--- src/rtl/booth_pkg.sv ---
package booth_pkg;

    // Recoded action for one radix-4 digit
    typedef enum logic [2:0] {
        OP_NONE = 3'd0,
        OP_ADD1 = 3'd1,
        OP_ADD2 = 3'd2,
        OP_SUB1 = 3'd3,
        OP_SUB2 = 3'd4
    } booth_op_e;

endpackage

--- src/rtl/booth_recoder.sv ---
module booth_recoder
    import booth_pkg::*;
(
    input  logic [2:0] win_i,
    output booth_op_e  op_o
);

    always_comb begin
        unique case (win_i)
            3'b001, 3'b010: op_o = OP_ADD1;
            3'b011:         op_o = OP_ADD2;
            3'b100:         op_o = OP_SUB2;
            3'b101, 3'b110: op_o = OP_SUB1;
            default:        op_o = OP_NONE;
        endcase
    end

endmodule

--- src/rtl/booth_addend.sv ---
module booth_addend
    import booth_pkg::*;
#(
    parameter int WIDTH = 16,
    localparam int AW   = WIDTH + 2
) (
    input  logic [WIDTH-1:0] mcand_i,
    input  booth_op_e        op_i,
    output logic [AW-1:0]    addend_o
);

    logic [AW-1:0] one_x;
    logic [AW-1:0] two_x;

    assign one_x = {{2{mcand_i[WIDTH-1]}}, mcand_i};
    assign two_x = {one_x[AW-2:0], 1'b0};

    always_comb begin
        unique case (op_i)
            OP_ADD1: addend_o = one_x;
            OP_ADD2: addend_o = two_x;
            OP_SUB1: addend_o = ~one_x + AW'(1);
            OP_SUB2: addend_o = ~two_x + AW'(1);
            default: addend_o = '0;
        endcase
    end

endmodule

--- src/rtl/booth_step.sv ---
module booth_step #(
    parameter int WIDTH = 16,
    localparam int AW   = WIDTH + 2
) (
    input  logic [AW-1:0]    acc_i,
    input  logic [WIDTH-1:0] mq_i,
    input  logic [AW-1:0]    addend_i,
    output logic [AW-1:0]    acc_o,
    output logic [WIDTH-1:0] mq_o,
    output logic             prev_o
);

    logic [AW-1:0] sum;

    always_comb begin
        sum    = acc_i + addend_i;
        // arithmetic shift of the {sum, mq} pair by two places
        acc_o  = {{2{sum[AW-1]}}, sum[AW-1:2]};
        mq_o   = {sum[1:0], mq_i[WIDTH-1:2]};
        prev_o = mq_i[1];
    end

endmodule

--- src/rtl/booth_radix4_mul.sv ---
module booth_radix4_mul
    import booth_pkg::*;
#(
    parameter int WIDTH = 16
) (
    input  logic               clk,
    input  logic               rst_n,
    input  logic               start_i,
    input  logic [WIDTH-1:0]   mcand_i,
    input  logic [WIDTH-1:0]   mplier_i,
    output logic               ready_o,
    output logic               done_o,
    output logic [2*WIDTH-1:0] product_o
);

    localparam int AW   = WIDTH + 2;
    localparam int ITER = WIDTH / 2;
    localparam int CW   = $clog2(ITER) + 1;
    localparam logic [CW-1:0] LAST = CW'(ITER - 1);

    // width restrictions
    generate
        if ((WIDTH % 2) != 0 || WIDTH < 4) begin : g_bad_width
            $error("booth_radix4_mul: WIDTH must be even and at least 4");
        end
    endgenerate

    typedef struct packed {
        logic               busy;
        logic [CW-1:0]      cnt;
        logic [AW-1:0]      acc;
        logic [WIDTH-1:0]   mq;
        logic               prev;
        logic [WIDTH-1:0]   mcand;
        logic               done;
        logic [2*WIDTH-1:0] prod;
    } state_t;

    state_t st_d, st_q;

    booth_op_e        op_w;
    logic [AW-1:0]    addend_w;
    logic [AW-1:0]    acc_nx_w;
    logic [WIDTH-1:0] mq_nx_w;
    logic             prev_nx_w;

    booth_recoder u_rec (
        .win_i ({st_q.mq[1:0], st_q.prev}),
        .op_o  (op_w)
    );

    booth_addend #(.WIDTH(WIDTH)) u_add (
        .mcand_i  (st_q.mcand),
        .op_i     (op_w),
        .addend_o (addend_w)
    );

    booth_step #(.WIDTH(WIDTH)) u_step (
        .acc_i    (st_q.acc),
        .mq_i     (st_q.mq),
        .addend_i (addend_w),
        .acc_o    (acc_nx_w),
        .mq_o     (mq_nx_w),
        .prev_o   (prev_nx_w)
    );

    always_comb begin
        st_d      = st_q;
        st_d.done = 1'b0;
        if (!st_q.busy) begin
            if (start_i) begin
                st_d.busy  = 1'b1;
                st_d.cnt   = '0;
                st_d.acc   = '0;
                st_d.mq    = mplier_i;
                st_d.prev  = 1'b0;
                st_d.mcand = mcand_i;
            end
        end else begin
            st_d.acc  = acc_nx_w;
            st_d.mq   = mq_nx_w;
            st_d.prev = prev_nx_w;
            st_d.cnt  = st_q.cnt + CW'(1);
            if (st_q.cnt == LAST) begin
                st_d.busy = 1'b0;
                st_d.done = 1'b1;
                st_d.prod = {acc_nx_w[WIDTH-1:0], mq_nx_w};
            end
        end
    end

    always_ff @(posedge clk or negedge rst_n) begin
        if (!rst_n) begin
            st_q <= '0;
        end else begin
            st_q <= st_d;
        end
    end

    assign ready_o   = ~st_q.busy;
    assign done_o    = st_q.done;
    assign product_o = st_q.prod;

endmodule

--- config.mk ---
export PLATFORM = sky130hd
export DESIGN_NAME = booth_radix4_mul
export DESIGN_NICKNAME = d
export VERILOG_FILES = /design/src/rtl/booth_pkg.sv /design/src/rtl/booth_recoder.sv /design/src/rtl/booth_addend.sv /design/src/rtl/booth_step.sv /design/src/rtl/booth_radix4_mul.sv
export SDC_FILE = /design/constraint.sdc
export NUM_CORES = 1
export LEC_CHECK = 0
export ABC_AREA = 1
export BUFFER_PORTS_ARGS = -buffer_cell sky130_fd_sc_hd__buf_2
export CORE_UTILIZATION = 59
export CTS_CLUSTER_SIZE = 24
export DETAILED_ROUTE_END_ITERATION = 8
export GPL_TIMING_DRIVEN = 0
export HOLD_SLACK_MARGIN = 0.12
export PLACE_DENSITY = 0.92
export SYNTH_ARGS = -nofsm -noshare
export SYNTH_HDL_FRONTEND = slang
export SYNTH_SLANG_ARGS = --single-unit
--- constraint.sdc ---
create_clock -name clk -period 2.9 [get_ports clk]
set_input_delay 0.435 -clock clk [delete_from_list [all_inputs] [get_ports clk]]
set_output_delay 0.435 -clock clk [all_outputs]
set_load 0.05 [all_outputs]
==> summary.md <==
| Metric | Value |
|---|---|
| Die Width | 97.3 um |
| Synth top area cells | dfrtp_1 41%, nand2_1 15%, nand3_1 4.6%, inv_1 4.6%, buf_4 4.5% |
| Fin Hold WS | 0.258 ns |
| Compound-Gate Fraction of Synth Area | 12.4% |
| Final period utilization | 105% |
| DP Cell Count | 870 |
| Reg-to-reg slack, setup | -0.15 ns |
| Hpwl dp | 10000 um |
| Crit path DAT | 3.37 ns |
| Clock Tree Buf Depth | 2 |
| Failing checks | setup timing |
| Number of remaining DRC errors | 0 |
| Commonest non-fill, non-tap cells in the layout | 204 x nand2_1, 84 x dfrtp_1, 75 x buf_2 |
| IO buf count | 68 |
| Clock Latency Late Sink | 0.38 ns |
| Vias post-DR | 5479 |
| CTS sink count | 87 |
| Worst Path Required | 3.22 ns |
| Critical path endpoint category | register |
| Mux cell area share after synthesis | 0% |
| Cell count after synthesis | 693 |
| Layout Area Growth over Synthesis | 22.5% |
| Routed WL per cell | 17.2 um |
| Status | complete, but fails checks |
| H-tree levels | 3 |
| GRT overflow | 0 |
| Number of synthesized flops with an enable pin | 0 |
| Fill cell count | 586 |
| #FFs+latches synth | 87 |
| Chip Height | 97.3 um |
| Syn Area/Cell | 7.73 sq um |
| Max Fclk | 328 MHz |
| Worst Tran Pin Value | 0.568 ns |
| CTS tree | done |
| Vias in the first global route | 5090 |
| DR pass1 iterations | 9 |
| Post-Syn Nets | 748 |
| Setup crit start kind | register |
| Adder-cell share of the synthesized area | 4.81% |
| Synth async-reset ratio | 100% |
| GRT Overall Usage | 30.3% |
| Synth Area in Simple Gates | 28.6% |
| Max_slew headroom | 61.7% |
| Clock root cell | clkbuf_8 |
| Share of cells above drive strength 1 | 29.8% |
| Main combinational cell family by area after synthesis | simple AND/OR/NAND/NOR gates |
| Worst reg2reg path depth | 20 |
| Type of the worst setup path | register to register |
| Initial core utilization | 61.2% |
| ANT nets after route | 0 |
| Largest net degree at the start of global routing | 57 |
| Setup violations, final | 18 |
| Diode count | 0 |
| FP Rows | 34 |
| Initial antenna violation count | 0 |
| Final WS setup | -0.153 ns |
| R2R Path End | product_o[31] |
| Global-route wire length before repair | 23400 um |
| Final max-slew violation count | 0 |
| Critical path peak fanout | 6 |
| Final Hold Fails | 0 |
| Count of cell types in the netlist | 42 |
| Crit path time final | 3.05 ns |
| RR Startpoint | st_q[49] |
| Top-area cell type share of the netlist area | 40.6% |
| Min-Delay Path Class | input pin to register |
| Worst Setup SP | st_q[49] |
| DR vias/cell | 6.03 |
| Iteration-0 DRC Markers | 458 |
| Leading area contributor after synthesis | dfrtp_1 |
| Synth Cell Area | 5360 sq um |
| Layout Skew | 0.0154 ns |
| Routability cong. | 0.946 |
| XOR/XNOR share of the synthesized area | 2.43% |
| Total Nets Final | 851 |
| Core area | 8760 sq um |
| Synth warn | 0 |
| DRT Wirelength | 15600 um |
| Cts bufs inserted | 9 |
| Most common cell after layout, fill and taps aside | nand2_1 |
| Worst-path clk slew | 0.10 ns |
| Io pins | 69 |
| DIE AREA | 9470 sq um |
| Sequential area share after synthesis | 40.6% |
| Non-Filler Instances | 909 |
| Maxcap violations | 0 |
| Ys flop type | dfrtp_1 |
| Critical Path Sink | product_o[31] |
[state kept, by name (all words and copies together), names as in the netlist]
| name | count |
|---|---|
| product_o | 32 |
| st_q | 54 |
| done_o | 1 |
[cells by family (layout without fill, tap and decap cells)]
logic type	count (synthesis)	in the layout
buffers and inverters	122	230
DFF	87	87
and+or+nand+nor	343	343
adders and majority gates	20	20
xor gates and xnor gates	14	14
AOI/OAI and AO/OA	107	107
[through the flow]
stage | TNS (ns) | utilization [%] | instance area [sq um] | setup WS (ns)
final | -1.26 | 74.9 | 6570 | -0.153
after global routing | -3.70 | 74.9 | 6570 | -0.250
after CTS | 0 | 70.1 | 6150 | 0.00574
after detailed placement | -0.663 | 66.9 | 5860 | -0.171
after global placement | -0.322 | 66.6 | 5830 | -0.136
after floorplan | 0 | - | 5360 | 0.342
[worst min-delay path by stage]
stage | slack [ns] | start | end | depth (start not counted)
after detailed placement | 0.41 | rst_n | product_o[4] | 1
after floorplan | 0.14 | rst_n | done_o | 0
after global placement | 0.47 | product_o[7] | product_o[7] | 2
final | 0.26 | mcand_i[13] | st_q[46] | 3
after CTS | 0.25 | mcand_i[2] | st_q[35] | 3
after global routing | 0.27 | mcand_i[0] | st_q[33] | 3
[cells in the mapped netlist, types with 4 or more instances]
| cell | number |
|---|---|
| nor2_2 | 7 |
| nand3b_1 | 5 |
| nor2_4 | 6 |
| nand4_1 | 7 |
| ha_1 | 19 |
| o21ai_0 | 46 |
| nand2_4 | 4 |
| nand2_1 | 215 |
| inv_1 | 65 |
| o221ai_1 | 16 |
| o22ai_1 | 5 |
| o21ai_1 | 4 |
| dfrtp_1 | 87 |
| buf_2 | 11 |
| xor2_1 | 7 |
| nand2_2 | 6 |
| nand3_1 | 49 |
| buf_4 | 32 |
| xnor2_1 | 6 |
| inv_2 | 4 |
| o2111ai_1 | 9 |
| a21oi_1 | 16 |
| nor2_1 | 34 |
| clkbuf_1 | 9 |
[layer usage]
metal	track usage [%]	routed length, um
met1	38.2	5920
met2	52.0	7560
met3	4.82	1320
met4	12.7	839
met5	0	0
[what timing repair did]
action | in CTS | in global routing
setup buffers | 4 | 18
pin swaps | 4 | 22
gates resized for setup | 10 | 63
hold endpoints to repair | 31 | 0
hold buffers | 1 | 0
endpoints found under the setup margin | 16 | 25
[area by class of cell]
| cell class | count | area (sq um) | share of cell area, % |
|---|---|---|---|
| Buffer | 52 | 340 | 5.18 |
| Clock buffer | 9 | 124 | 1.89 |
| Clock inverter | 7 | 80.1 | 1.22 |
| Inverter | 70 | 265 | 4.04 |
| Multi-Input combinational cell | 484 | 2900 | 44.1 |
| Sequential cell | 87 | 2180 | 33.2 |
| Tap cell | 108 | 135 | 2.06 |
| Timing Repair Buffer | 92 | 546 | 8.31 |
[critical path, cell delays in order, from the launching register on]
cell	delay [ns]
dfrtp_1	0.40
inv_1	0.13
nand2_4	0.10
nand2_2	0.11
nor2_4	0.06
inv_1	0.09
buf_6	0.14
o22ai_1	0.08
a31oi_1	0.13
o21ai_0	0.24
ha_1	0.42
nand2_1	0.12
nor2_2	0.22
nand2_1	0.11
nand2_1	0.14
nand2_2	0.08
nand2_1	0.07
nor2_1	0.05
nand3_1	0.11
nand3_2	0.11
nand2_1	0.07
Power is left out: the tool's default activity adds up to more than one toggle a clock period on the data nets, which glitch-free logic cannot reach.
